<file path="src/rtl/stack_xfer_pkg.sv">
package stack_xfer_pkg;
  localparam int unsigned XOP_W = 12;

  localparam logic [XOP_W-1:0] XOP_PUSH  = 12'd21;
  localparam logic [XOP_W-1:0] XOP_POP   = 12'd22;
  localparam logic [XOP_W-1:0] XOP_PUSHM = 12'd26;
  localparam logic [XOP_W-1:0] XOP_POPM  = 12'd27;

  typedef enum logic [1:0] {
    ST_IDLE = 2'd0,
    ST_PTR  = 2'd1,
    ST_MEM  = 2'd2
  } seq_state_e;

  typedef struct packed {
    logic valid;
    logic push;
    logic multi;
  } xfer_kind_t;
endpackage

</file>
<file path="src/rtl/stack_xfer_decode.sv">
module stack_xfer_decode
  import stack_xfer_pkg::*;
(
  input  logic [XOP_W-1:0] xop_i,
  output xfer_kind_t       kind_o
);
  always_comb begin
    kind_o = '0;
    case (xop_i)
      XOP_PUSH:  kind_o = '{valid: 1'b1, push: 1'b1, multi: 1'b0};
      XOP_POP:   kind_o = '{valid: 1'b1, push: 1'b0, multi: 1'b0};
      XOP_PUSHM: kind_o = '{valid: 1'b1, push: 1'b1, multi: 1'b1};
      XOP_POPM:  kind_o = '{valid: 1'b1, push: 1'b0, multi: 1'b1};
      default:   kind_o = '0;
    endcase
  end
endmodule

</file>
<file path="src/rtl/stack_xfer_ptr.sv">
module stack_xfer_ptr #(
  parameter int unsigned DATA_W = 32
) (
  input  logic              clk_i,
  input  logic              rst_ni,
  input  logic              load_i,
  input  logic [DATA_W-1:0] load_val_i,
  input  logic              step_i,
  input  logic              up_i,
  output logic [DATA_W-1:0] ptr_o,
  output logic [DATA_W-1:0] ptr_next_o
);
  logic [DATA_W-1:0] ptr_q;

  // wraps modulo 2^DATA_W by width
  assign ptr_next_o = up_i ? ptr_q + DATA_W'(1) : ptr_q - DATA_W'(1);
  assign ptr_o      = ptr_q;

  always_ff @(posedge clk_i or negedge rst_ni) begin
    if (!rst_ni)      ptr_q <= '0;
    else if (load_i)  ptr_q <= load_val_i;
    else if (step_i)  ptr_q <= ptr_next_o;
  end
endmodule

</file>
<file path="src/rtl/stack_xfer_ctrl.sv">
module stack_xfer_ctrl
  import stack_xfer_pkg::*;
#(
  parameter int unsigned REG_AW   = 5,
  parameter int unsigned WIN_REGS = 16
) (
  input  logic              clk_i,
  input  logic              rst_ni,
  input  logic              start_i,
  input  xfer_kind_t        kind_i,
  input  logic [REG_AW-1:0] sp_sel_i,
  input  logic [REG_AW-1:0] reg_sel_i,
  input  logic              mem_ready_i,
  output seq_state_e        state_o,
  output logic              push_o,
  output logic              accept_o,
  output logic              ptr_step_o,
  output logic              mem_fire_o,
  output logic [REG_AW-1:0] sp_idx_o,
  output logic [REG_AW-1:0] cur_idx_o,
  output logic              done_o
);
  localparam int unsigned CNT_W = (WIN_REGS > 1) ? $clog2(WIN_REGS) : 1;
  localparam logic [CNT_W-1:0] CNT_TOP = CNT_W'(WIN_REGS - 1);

  seq_state_e        state_q;
  logic              push_q, multi_q, done_q;
  logic [CNT_W-1:0]  cnt_q;
  logic [REG_AW-1:0] sp_idx_q, data_idx_q;
  logic              last, finish;

  assign last       = !multi_q || (push_q ? (cnt_q == CNT_TOP) : (cnt_q == '0));
  assign accept_o   = (state_q == ST_IDLE) && start_i && kind_i.valid;
  assign ptr_step_o = (state_q == ST_PTR);
  assign mem_fire_o = (state_q == ST_MEM) && mem_ready_i;
  assign finish     = (ptr_step_o && !push_q && last) || (mem_fire_o && push_q && last);
  assign cur_idx_o  = multi_q ? REG_AW'(cnt_q) : data_idx_q;
  assign state_o    = state_q;
  assign push_o     = push_q;
  assign sp_idx_o   = sp_idx_q;
  assign done_o     = done_q;

  always_ff @(posedge clk_i or negedge rst_ni) begin
    if (!rst_ni) begin
      state_q    <= ST_IDLE;
      push_q     <= 1'b0;
      multi_q    <= 1'b0;
      cnt_q      <= '0;
      sp_idx_q   <= '0;
      data_idx_q <= '0;
      done_q     <= 1'b0;
    end else begin
      done_q <= finish;
      case (state_q)
        ST_IDLE: if (accept_o) begin
          push_q     <= kind_i.push;
          multi_q    <= kind_i.multi;
          sp_idx_q   <= sp_sel_i;
          data_idx_q <= reg_sel_i;
          cnt_q      <= kind_i.push ? '0 : CNT_TOP;
          state_q    <= kind_i.push ? ST_PTR : ST_MEM;
        end
        ST_PTR: begin
          if (push_q) state_q <= ST_MEM;
          else if (last) state_q <= ST_IDLE;
          else begin
            cnt_q   <= cnt_q - CNT_W'(1);
            state_q <= ST_MEM;
          end
        end
        ST_MEM: if (mem_ready_i) begin
          if (!push_q) state_q <= ST_PTR;
          else if (last) state_q <= ST_IDLE;
          else begin
            cnt_q   <= cnt_q + CNT_W'(1);
            state_q <= ST_PTR;
          end
        end
        default: state_q <= ST_IDLE;
      endcase
    end
  end
endmodule

</file>
<file path="src/rtl/stack_xfer_seq.sv">
module stack_xfer_seq
  import stack_xfer_pkg::*;
#(
  parameter int unsigned DATA_W   = 32,
  parameter int unsigned REG_AW   = 5,
  parameter int unsigned WIN_REGS = 16
) (
  input  logic              clk_i,
  input  logic              rst_ni,
  input  logic              start_i,
  input  logic [XOP_W-1:0]  xop_i,
  input  logic [REG_AW-1:0] sp_sel_i,
  input  logic [REG_AW-1:0] reg_sel_i,
  output logic              busy_o,
  output logic              done_o,
  output logic [REG_AW-1:0] rf_raddr_o,
  input  logic [DATA_W-1:0] rf_rdata_i,
  output logic              rf_we_o,
  output logic [REG_AW-1:0] rf_waddr_o,
  output logic [DATA_W-1:0] rf_wdata_o,
  output logic              mem_req_o,
  output logic              mem_we_o,
  output logic [DATA_W-1:0] mem_addr_o,
  output logic [DATA_W-1:0] mem_wdata_o,
  input  logic [DATA_W-1:0] mem_rdata_i,
  input  logic              mem_ready_i
);
  xfer_kind_t        kind;
  seq_state_e        state;
  logic              push, accept, ptr_step, mem_fire;
  logic [REG_AW-1:0] sp_idx, cur_idx;
  logic [DATA_W-1:0] ptr, ptr_next;

  stack_xfer_decode i_decode (
    .xop_i  (xop_i),
    .kind_o (kind)
  );

  stack_xfer_ctrl #(
    .REG_AW   (REG_AW),
    .WIN_REGS (WIN_REGS)
  ) i_ctrl (
    .clk_i       (clk_i),
    .rst_ni      (rst_ni),
    .start_i     (start_i),
    .kind_i      (kind),
    .sp_sel_i    (sp_sel_i),
    .reg_sel_i   (reg_sel_i),
    .mem_ready_i (mem_ready_i),
    .state_o     (state),
    .push_o      (push),
    .accept_o    (accept),
    .ptr_step_o  (ptr_step),
    .mem_fire_o  (mem_fire),
    .sp_idx_o    (sp_idx),
    .cur_idx_o   (cur_idx),
    .done_o      (done_o)
  );

  stack_xfer_ptr #(
    .DATA_W (DATA_W)
  ) i_ptr (
    .clk_i      (clk_i),
    .rst_ni     (rst_ni),
    .load_i     (accept),
    .load_val_i (rf_rdata_i),
    .step_i     (ptr_step),
    .up_i       (push),
    .ptr_o      (ptr),
    .ptr_next_o (ptr_next)
  );

  // idle: read pointer register; otherwise the current data register
  assign rf_raddr_o  = (state == ST_IDLE) ? sp_sel_i : cur_idx;
  assign busy_o      = (state != ST_IDLE);
  assign mem_req_o   = (state == ST_MEM);
  assign mem_we_o    = mem_req_o && push;
  assign mem_addr_o  = ptr;
  assign mem_wdata_o = rf_rdata_i;
  assign rf_we_o     = ptr_step || (mem_fire && !push);
  assign rf_waddr_o  = ptr_step ? sp_idx : cur_idx;
  assign rf_wdata_o  = ptr_step ? ptr_next : mem_rdata_i;
endmodule

</file>
<file path="config.mk">
export PLATFORM = sky130hd
export DESIGN_NAME = stack_xfer_seq
export DESIGN_NICKNAME = d
export VERILOG_FILES = /design/src/rtl/stack_xfer_pkg.sv /design/src/rtl/stack_xfer_decode.sv /design/src/rtl/stack_xfer_ptr.sv /design/src/rtl/stack_xfer_ctrl.sv /design/src/rtl/stack_xfer_seq.sv
export SDC_FILE = /design/constraint.sdc
export NUM_CORES = 1
export LEC_CHECK = 0
export BUFFER_PORTS_ARGS = -buffer_cell sky130_fd_sc_hd__buf_2
export CAP_MARGIN = 10
export CORE_UTILIZATION = 51
export CTS_BUF_LIST = sky130_fd_sc_hd__clkbuf_2
export DETAILED_ROUTE_END_ITERATION = 7
export PLACE_DENSITY = 0.84
export REMOVE_ABC_BUFFERS = 1
export SLEW_MARGIN = 0
export SYNTH_ARGS = -nofsm -noshare
export SYNTH_HDL_FRONTEND = slang
export SYNTH_HIERARCHICAL = 1
export SYNTH_SLANG_ARGS = --single-unit
</file>
<file path="constraint.sdc">
create_clock -name clk_i -period 4.81 [get_ports clk_i]
set_input_delay 0.962 -clock clk_i [delete_from_list [all_inputs] [get_ports clk_i]]
set_output_delay 0.962 -clock clk_i [all_outputs]
set_load 0.05 [all_outputs]
</file>
---- Yosys cells after proc, flatten, opt, wreduce, memory -nomap -nowiden ----
Cells that the tools add are included.
cells by class
  $add $sub $neg .......................... 4
  eq/ne operators ......................... 13
  multiplexer cells ....................... 25
  reduce and logical (&&, ||, !) cells .... 22
operators with widths
  kind                   count
  $mux 32                4
  $eq 12x5->1 const B    4
  $add 32x1->32 const B  1
  $sub 32x1->32 const B  1
  $mux 4                 7
  $mux 5                 3
  $mux 2                 6
  $pmux 3 s4             1
  $pmux 4 s3             1
  $logic_and 1x1->1      9
  $ne 2x2->1 const B     4
  $reduce_and 7->1       1
  $pmux 2 s3             1
  $add 4x1->4 const B    1
  $eq 4x4->1 const B     1
  $logic_not 4->1        1
  $ne 2x1->1 const B     2
  $reduce_and 2->1       2
  $reduce_bool 2->1      2
  $sub 4x1->4 const B    1
  $logic_or 1x1->1       3
  $reduce_bool 3->1      1
  $eq 2x1->1 const B     1
  $eq 2x2->1 const B     1
  other kinds (3)        5
storage, ports and cells
  register bits ........................... 51
  input port bits ......................... 90
  output and inout bits ................... 111

---- Logic depth before layout (Yosys ltp) ----
Gate-level depths: netlist of the first run.
  depth after elaboration ................. 7
  gate-level depth with buffers ........... 11
  mapped depth without buffers ............ 10

---- Hierarchy ----
Netlist of the first run, hierarchy kept.
by module, submodules not included
  module             instances  cells each  area each (um^2)  seq. area each (um^2)
  stack_xfer_ptr     1          372         3133.0            800.8
  stack_xfer_ctrl    1          103         1121.1            475.5
  stack_xfer_seq     1          84          857.1             0.0
  stack_xfer_decode  1          12          83.8              0.0

---- Worst setup path before layout of the first run ----
Ideal clock, no wire load.
  path kind ............................... register to output
  from .................................... register i_ctrl.push_q (netlist: i_ctrl/push_o)
  to ...................................... output rf_wdata_o[29]
  data arrival time ....................... 2.994 ns
  setup slack ............................. 0.854 ns
  cell stages (with the launch flop) ...... 12
  buffers on the path ..................... 1
  cell sequence ........................... dfrtp_1 inv_1 ha_1 buf_2 a21oi_1 o21ai_0 a21oi_1 nor2_1 a2111oi_0 o21ai_1 xor2_1 mux2_2
on the way
  cells in the longest elaborated chain, start to end .. 2
RTL lines
  item                    RTL line               RTL
  from (decl)             stack_xfer_ctrl.sv:27  logic push_q, multi_q, done_q;
  from (signal assigned)  stack_xfer_ctrl.sv:56  push_q <= kind_i.push;
  $mux 32                 stack_xfer_ptr.sv:16   assign ptr_next_o = up_i ? ptr_q + DATA_W'(1) : ptr_q - DATA_W'(1);
  net ptr_next[29]        stack_xfer_seq.sv:32   logic [DATA_W-1:0] ptr, ptr_next;
  $mux 32                 stack_xfer_seq.sv:82   assign rf_wdata_o = ptr_step ? ptr_next : mem_rdata_i;
  to (decl)               stack_xfer_seq.sv:20   output logic [DATA_W-1:0] rf_wdata_o,
The timed path passes the listed nets, and every way through them passes these cells.

---- Final worst setup path of the first run ----
Ends and elaborated chain as after synthesis.

==> results of run 1 <==
## synth_stat cells (8+ instances only)
library cell  instances  share of area
a21o_1               18          0.026
a21oi_1              40          0.039
a22o_1               12          0.020
buf_4                33          0.048
clkbuf_1             11         0.0079
dfrtp_1              51           0.25
ha_1                 37          0.089
inv_1                23          0.017
mux2_2               39          0.085
mux2_4               19          0.055
mux2i_1              16          0.031
nand2_1              59          0.043
nand3_1               8         0.0077
nor2_1               27          0.020
o21ai_0              30          0.029
xnor2_1              21          0.035
xor2_1               13          0.022
## routing by layer
metal | vias to the layer above | track usage | share of wire
li1 | 2338 | - | -
met1 | 2279 | 0.327 | 0.43
met2 | 167 | 0.471 | 0.51
met3 | 14 | 0.0271 | 0.048
met4 | 0 | 0.0401 | 0.0089
met5 | - | 0 | 0
## placed cells by master (no fill, tap or decap), drive strengths merged, types with 3 or more instances in the layout
| master | instances |
|---|---|
| nor2 | 29 |
| mux2i | 16 |
| inv | 25 |
| xor2 | 13 |
| nand2 | 59 |
| mux2 | 58 |
| a21boi | 3 |
| a21oi | 42 |
| ha | 37 |
| nor2b | 6 |
| o211ai | 3 |
| clkbuf | 7 |
| o21bai | 4 |
| o21ai | 38 |
| and4 | 3 |
| nand3 | 9 |
| a21o | 18 |
| o2bb2ai | 3 |
| a22oi | 5 |
| dfrtp | 51 |
| o21a | 4 |
| xnor2 | 21 |
| nand2b | 4 |
| buf | 205 |
| nor3 | 4 |
| nand4 | 7 |
| a22o | 12 |
| a31oi | 7 |
| o31ai | 3 |
| and2 | 6 |
## what timing repair did
| action | in CTS | in global routing |
|---|---|---|
| resized for setup | 0 | 7 |
| setup buffers | 0 | 0 |
| endpoints found under the setup margin | 0 | 8 |
| endpoints found under the hold margin | 0 | 0 |
## state kept, by name, summed over array words and instances, names as in the netlist
signal             count
i_ctrl/cnt_q           4
i_ctrl/data_idx_q      5
i_ctrl/done_o          1
i_ctrl/multi_q         1
i_ctrl/push_o          1
i_ctrl/sp_idx_o        5
i_ctrl/state_o         2
i_ptr/ptr_o           32
## through the flow
| stage | util | power, uW | std cells |
|---|---|---|---|
| finish | 0.623 | 4680 | 862 |
| global route | 0.623 | 5040 | 862 |
| CTS | 0.619 | 4650 | 861 |
| detailed placement | 0.614 | 4450 | 853 |
| global placement | 0.614 | 4390 | 853 |
| floorplan | - | 3610 | 515 |
## cell families (layout without fill, tap and decap cells)
| kind of cell | Yosys count | count (layout) | share of synthesized area |
|---|---|---|---|
| xor+xnor | 34 | 34 | 0.0573 |
| mux | 74 | 74 | 0.170 |
| flops | 51 | 51 | 0.246 |
| buf+inv | 80 | 238 | 0.0903 |
| simple gates | 137 | 137 | 0.130 |
| compound gates | 157 | 157 | 0.213 |
| fa+ha+maj | 38 | 38 | 0.0930 |
## critical path, delay by kind of cell, from the launching register on
| kind | cells | cell delay [ps] |
|---|---|---|
| AOI/OAI and AO/OA | 5 | 1160 |
| buffers and inverters | 4 | 710 |
| DFF | 1 | 430 |
| adders and majority gates | 1 | 330 |
| muxes | 1 | 270 |
| xor gates and xnor gates | 1 | 190 |
| and+or+nand+nor | 1 | 70 |
## power by group
part	internal [uW]	switching [uW]
registers	585	166
clock network	40.0	148
logic	1270	2470
## worst min-delay path by stage
stage                         startpoint                   end  cells after the start
global route          i_ctrl/sp_idx_o[1]    i_ctrl/sp_idx_o[1]                      1
CTS                 i_ctrl/data_idx_q[4]  i_ctrl/data_idx_q[4]                      1
global placement      i_ctrl/sp_idx_o[0]    i_ctrl/sp_idx_o[0]                      1
detailed placement  i_ctrl/data_idx_q[4]  i_ctrl/data_idx_q[4]                      1
floorplan           i_ctrl/data_idx_q[4]  i_ctrl/data_idx_q[4]                      1
finish              i_ctrl/data_idx_q[4]  i_ctrl/data_idx_q[4]                      1
## layout make-up
class	count	area, um2
inverters	24	90.1
clock inverters	2	16.3
well taps	133	166
fillers	902	3700
clock buffers	6	30.0
flip-flops and latches	51	1280
repair buffers	206	1060
multi-input cells	440	3480
==> out/results.ini, run 1 <==
[layout]
fin_area_um2=6120
nets=856
antennaDiodeCount=0
drive_gt1_frac=0.416
syn_to_final_growth_pct=17.8

[clock_network]
cts_root_buf=clkbuf_2
cts_tree=yes
clockBufferDepth=2
cts.sinks=51
ctsHtreeMaxLevel=2
clk_latency_ps=440
ctsHoldBuffers=0
cts_made_buffers=5
path_clk_slew_ps=290

[worst_setup_path]
start_kind=register
end_kind=output pin
worstPathMaxFanout=30
cp-endpoint=rf_wdata_o[29]
r2r_slack_ps=1880
rr_worst_depth=12
path_cells=buf_4, inv_1, buf_8, ha_1, a21oi_1, o21ai_0, a21oi_2, nor2_1, a2111oi_1, o21ai_1, xor2_1, mux2_2, clkbuf_4
startpoint=i_ctrl/push_o
critPathArrivalTime_ps=3630
crit-reg2reg-launch=i_ctrl/push_o
cpPeakStageDelay_ps=430
timing.rr.end=i_ptr/ptr_o[29]
required_ps=3850
slowest_stage=dfrtp_1
critical_path_class=reg -> out

[sta]
finalHoldViolations=0
max_clock_freq_ghz=0.218
tightest_slew_ps=965
finalCritPeriodShare=0.955
slew_violations=0
period_needed_ps=4590
setup_viol=0
slew_headroom=0.357
rsz0062_at_grt=no
fin_hold_ws_ps=540
skew_ps=20.9
setup_ws_ps=218
finalSetupTns_ps=0

[floorplanning]
initial_core_util=0.529
die_area_um2=10600
die_w_um=103
row_count=36
core_area_um2=9820
ios=201
die_h_um=103

[placement]
post-place-ws_ps=655
dpl.hpwl_um=10700
gp_congestion=0.902
place_area_um2=6030
io_buffer_count=200

[global_routing]
overflow=0
grt_pass1_wl_um=21600
grt_max_degree=58
grt_pass1_vias=4532
track_usage=0.256
antenna_found_initial=0

[drt]
antenna_left=0
drt-total-wl_um=13700
post-route-drc-count=0
avgViaCountPerCell=5.57
vias=4798
wire_per_inst_um=15.9
first_pass_iters=5
drt_iter0_drc=158

[synth]
synth_enable_flop_cells=0
ys_types=70
syn_area_per_cell_um2=9.10
async_flop_share=1.00
synthCells=571
ys_warn_count=6
synth_area_um2=5190
synth_seq_cells=51
ys_seq_area_frac=0.246
synthFlopType=dfrtp_1

[pwr]
p_leak_uw=0.00300
max-vdd-ir-drop_v=0.000530
power_density_nw_per_um2=765

[run_status]
status=finished clean

[flow_run]
drv_cap=0

[worst_hold_path]
hold_class=reg -> reg

(Power assumes the default switching activity.)
==> inputs of run 2 (changes only) <==
--- a/config.mk
+++ b/config.mk
@@ -11,7 +11,6 @@
 export CTS_BUF_LIST = sky130_fd_sc_hd__clkbuf_2
 export DETAILED_ROUTE_END_ITERATION = 7
 export PLACE_DENSITY = 0.84
-export REMOVE_ABC_BUFFERS = 1
 export SLEW_MARGIN = 0
 export SYNTH_ARGS = -nofsm -noshare
 export SYNTH_HDL_FRONTEND = slang
==> run 2 against run 1 <==
Critical path depth fell by 2. Final cell count rose by 0.23%. Utilization rose by 0.37 points. Die area unchanged. First-iteration DRC count decreased by 5.7%. Clock skew down 3.3 ps. Worst hold slack improved by 9.1 ps. Sequential cell count did not move. Final area rose by 0.59%. Critical endpoint unchanged. Highest routed layer unchanged. Non-clock buffer count is 1 higher.
==> out/results.ini, run 2 (synthesis gave the netlist of run 1 again) <==
[run_status]
status=finished clean

[floorplanning]
die_w_um=103
die_h_um=103
initial_core_util=0.529
row_count=36
core_area_um2=9820
die_area_um2=10600
ios=201

[placement]
post-place-ws_ps=606
io_buffer_count=200
gp_congestion=0.886
place_area_um2=6040
dpl.hpwl_um=10900
dp.cells=854

[pwr]
p_leak_uw=0.00302
power_density_nw_per_um2=777
max-vdd-ir-drop_v=0.000460
finalPower_uw=4780

[sta]
period_needed_ps=4600
tightest_slew_ps=1150
setup_ws_ps=214
setup_viol=0
slew_headroom=0.230
slew_violations=0
finalHoldViolations=0
max_clock_freq_ghz=0.218
fin_hold_ws_ps=549
skew_ps=17.6
finalCritPeriodShare=0.956

[global_routing]
track_usage=0.252
grt_pass1_vias=4552
overflow=0
grt_max_degree=58
grt_pass1_wl_um=21300
antenna_found_initial=0

[worst_setup_path]
start_kind=register
crit_family=compound AO/OA/AOI/OAI gates
slowest_stage=dfrtp_2
critPathBufInv=2
critPathArrivalTime_ps=3630
worstPathMaxFanout=11
critical_path_class=reg -> out
cpPeakStageDelay_ps=490
required_ps=3850
end_kind=output pin
path_cells=clkinvlp_4, ha_1, a21oi_1, o21ai_0, a21oi_1, nor2_1, a2111oi_1, o21ai_1, xor2_1, mux2_2, buf_2
cp_common_cell=a21oi_1

[drt]
antenna_left=0
dr_wl_met2_um=7160
first_pass_iters=4
wl_met3_um=745
drt-total-wl_um=13800
wl_met1_um=5730
drt_iter0_drc=149
avgViaCountPerCell=5.64
post-route-drc-count=0
top_layer_used=met4
vias=4874
wire_per_inst_um=16.0

[layout]
final_cell_mix=buf_2, nand2_1, dfrtp_1
antennaDiodeCount=0
instances_no_fill=864
mostFrequentLayoutCell=buf_2
largest_reg_flops=32
drive_gt1_frac=0.416
nets=858
syn_to_final_growth_pct=18.5
fin_area_um2=6160

[clock_network]
cts.sinks=51
path_clk_slew_ps=280
cts_resized=0
cts_setup_buffers=0
cts_made_buffers=5
cts_tree=yes
clockBufferDepth=2
clk_latency_ps=430
cts_root_buf=clkbuf_2
ctsHtreeMaxLevel=2
ctsHoldBuffers=0

[worst_hold_path]
hold_class=reg -> reg

[flow_run]
drv_cap=0

[synth]
synth.net_count=699

## run 2: worst paths after layout
| check | start | endpoint | slack (ps) | depth (start not counted) |
|---|---|---|---|---|
| worst max register to register | i_ctrl/state_o[0] | i_ptr/ptr_o[25] | 1870 | 8 |
| worst min register to register | i_ctrl/data_idx_q[4] | i_ctrl/data_idx_q[4] | 550 | 1 |
| min in group asynchronous | rst_ni | i_ptr/ptr_o[21] | 610 | 2 |
| worst max-delay path | i_ctrl/push_o | rf_wdata_o[29] | 210 | 11 |
| worst min-delay path | i_ctrl/data_idx_q[4] | i_ctrl/data_idx_q[4] | 550 | 1 |
| max in group asynchronous | rst_ni | i_ctrl/push_o | 3740 | 2 |
## run 2: area by class of cell
cell class                      count  area [um2]
Multi-Input combinational cell    440        3460
Tap cell                          133         166
Inverter                           24        93.8
Clock inverter                      2        60.1
Clock buffer                        6        30.0
Fill cell                         863        3660
Timing Repair Buffer              207        1060
Timing Repair inverter              1        7.51
Sequential cell                    51        1280
## run 2: metal layers
| metal | track usage | vias up |
|---|---|---|
| met5 | 0 | - |
| met4 | 0.0672 | 0 |
| met3 | 0.0312 | 17 |
| met2 | 0.460 | 189 |
| met1 | 0.312 | 2325 |
| li1 | - | 2343 |
## run 2: through the flow
step | TNS (ps) | util
after CTS | 0 | 0.624
final | 0 | 0.627
after global placement | 0 | 0.615
after global routing | -170 | 0.627
after detailed placement | 0 | 0.615
after floorplan | 0 | -
## run 2: where the power goes
| group | leakage (uW) | internal (uW) | total (uW) | switching (uW) |
|---|---|---|---|---|
| Sequential | 0.000625 | 584 | 756 | 171 |
| Combinational | 0.00234 | 1270 | 3730 | 2460 |
| Clock | 0.0000532 | 142 | 292 | 150 |
==> inputs of run 3 (changes only) <==
--- a/config.mk
+++ b/config.mk
@@ -7,6 +7,7 @@
 export LEC_CHECK = 0
 export BUFFER_PORTS_ARGS = -buffer_cell sky130_fd_sc_hd__buf_2
 export CAP_MARGIN = 10
+export CORE_ASPECT_RATIO = 0.75
 export CORE_UTILIZATION = 51
 export CTS_BUF_LIST = sky130_fd_sc_hd__clkbuf_2
 export DETAILED_ROUTE_END_ITERATION = 7
==> run 3 against run 2 <==
Sequential share of layout area increased by 0.051 points. Sequential cell count stayed put. Total power is 2.3% lower. Highest routed layer unchanged. Die area is essentially flat. First-iteration DRC count rose by 3.4%. Worst hold slack got worse by 0.98 ps. Global-route usage fell by 0.46 points. Critical endpoint is now rf_wdata_o[26]. Critical path type unchanged. Clock skew up 7.8 ps. Final cell count is 0.35% higher. Critical path depth grew 2. Non-clock buffer count increased by 5.
==> out/results.ini, run 3 (synthesis gave the netlist of run 1 again) <==
[sta]
finalSetupTns_ps=0
tightest_slew_ps=973
finalHoldViolations=0
setup_viol=0
fin_hold_ws_ps=548
rsz0062_at_grt=no
skew_ps=25.4
period_needed_ps=4480
slew_violations=0
max_clock_freq_ghz=0.223
finalCritPeriodShare=0.932
slew_headroom=0.352

[layout]
syn_to_final_growth_pct=18.1
utilization=0.628
largest_reg_flops=32
nets=862
antennaDiodeCount=0
final_cell_mix=buf_2, nand2_1, dfrtp_1
drive_gt1_frac=0.418
fin_area_um2=6130
n_fill_cell=857
mostFrequentLayoutCell=buf_2

[flow_run]
drv_cap=0

[drt]
wl_met1_um=6320
post-route-drc-count=0
wl_met3_um=701
drt_iter0_drc=154
antenna_left=0
drt-total-wl_um=13400
avgViaCountPerCell=5.54
wire_per_inst_um=15.5
vias=4804
first_pass_iters=4
top_layer_used=met4
dr_wl_met2_um=6330

[worst_setup_path]
path_cells=clkinvlp_4, buf_4, buf_4, ha_1, a21oi_1, o21ai_1, a41oi_1, o21ai_4, o31ai_4, o21bai_1, xnor2_1, mux2_2, buf_2
end_kind=output pin
required_ps=3850
cpPeakStageDelay_ps=460
critPathArrivalTime_ps=3520
cp_common_cell=buf_4
start_kind=register
critical_path_class=reg -> out
worstPathMaxFanout=9
slowest_stage=dfrtp_1

[global_routing]
grt_max_degree=58
track_usage=0.247
antenna_found_initial=0
grt_pass1_wl_um=21200
overflow=0
grt_pass1_vias=4367

[floorplanning]
row_count=31
core_area_um2=9770
ios=201
die_w_um=119
die_h_um=89.4
initial_core_util=0.531
die_area_um2=10600

[clock_network]
clk_latency_ps=470
clockBufferDepth=2
cts_tree=yes
path_clk_slew_ps=300
cts_root_buf=clkbuf_2
ctsHoldBuffers=0
cts.sinks=51
ctsHtreeMaxLevel=2
cts_made_buffers=5

[placement]
place_area_um2=6050
io_buffer_count=200
gp_congestion=0.876
dpl.hpwl_um=10500

[pwr]
p_leak_uw=0.00302
power_density_nw_per_um2=762
max-vdd-ir-drop_v=0.000444
finalPower_uw=4670

[worst_hold_path]
hold_class=in -> async

[run_status]
status=finished clean

[synth]
synth.net_count=699

==> run 3: cell count changes in the layout (fill, tap and decap cells not counted), sizes merged <==
cell    previous run  this run
buf              207       212
bufinv             2         0
inv               23        24
==> run 3: layer usage <==
| layer | vias to the layer above | GRT usage |
|---|---|---|
| met5 | - | 0 |
| met4 | 0 | 0.0426 |
| met3 | 7 | 0.0357 |
| met2 | 181 | 0.435 |
| met1 | 2260 | 0.330 |
| li1 | 2356 | - |
==> run 3: timing repair <==
item                                    CTS  global route
endpoints found under the setup margin    0             5
resized for setup                         0             1
endpoints found under the hold margin     0             0
buffers inserted                          0             4
==> run 3: worst paths after layout <==
check,from,end,slack [ps],cells after the start
hold reg to reg,i_ctrl/sp_idx_o[1],i_ctrl/sp_idx_o[1],550,1
hold / removal,rst_ni,i_ctrl/state_o[0],550,2
max in group asynchronous,rst_ni,i_ctrl/push_o,3820,2
setup reg to reg,i_ctrl/push_o,i_ptr/ptr_o[20],1930,12
setup / recovery,i_ctrl/push_o,rf_wdata_o[26],330,13
min in group clk_i,i_ctrl/sp_idx_o[1],i_ctrl/sp_idx_o[1],550,1
==> run 3: power by group <==
group,switching [uW],internal (uW)
combinational,2460,1270
sequential,168,585
clock,154,39.9
==> run 3: worst max-delay path: cells and delay by family (launching register included) <==
| family | cells | cell delay (ps) |
|---|---|---|
| compound gates | 6 | 1200 |
| buf+inv | 4 | 670 |
| flops | 1 | 460 |
| fa+ha+maj | 1 | 360 |
| xor+xnor | 1 | 200 |
| mux | 1 | 190 |
==> run 3: final cells by class <==
cell class,instances,area (um2),share of cell area
flip-flops and latches,51,1280,0.208
repair buffers,212,1090,0.178
clock inverters,2,16.3,0.00265
clock buffers,6,30.0,0.00489
inverters,24,93.8,0.0153
well taps,132,165,0.0269
multi-input cells,440,3460,0.564
==> run 3: through the flow <==
stage	setup slack [ps]	cells
detailed placement	705	854
CTS	125	862
floorplan	854	571
global placement	799	854
finish	327	867
global route	63.7	867
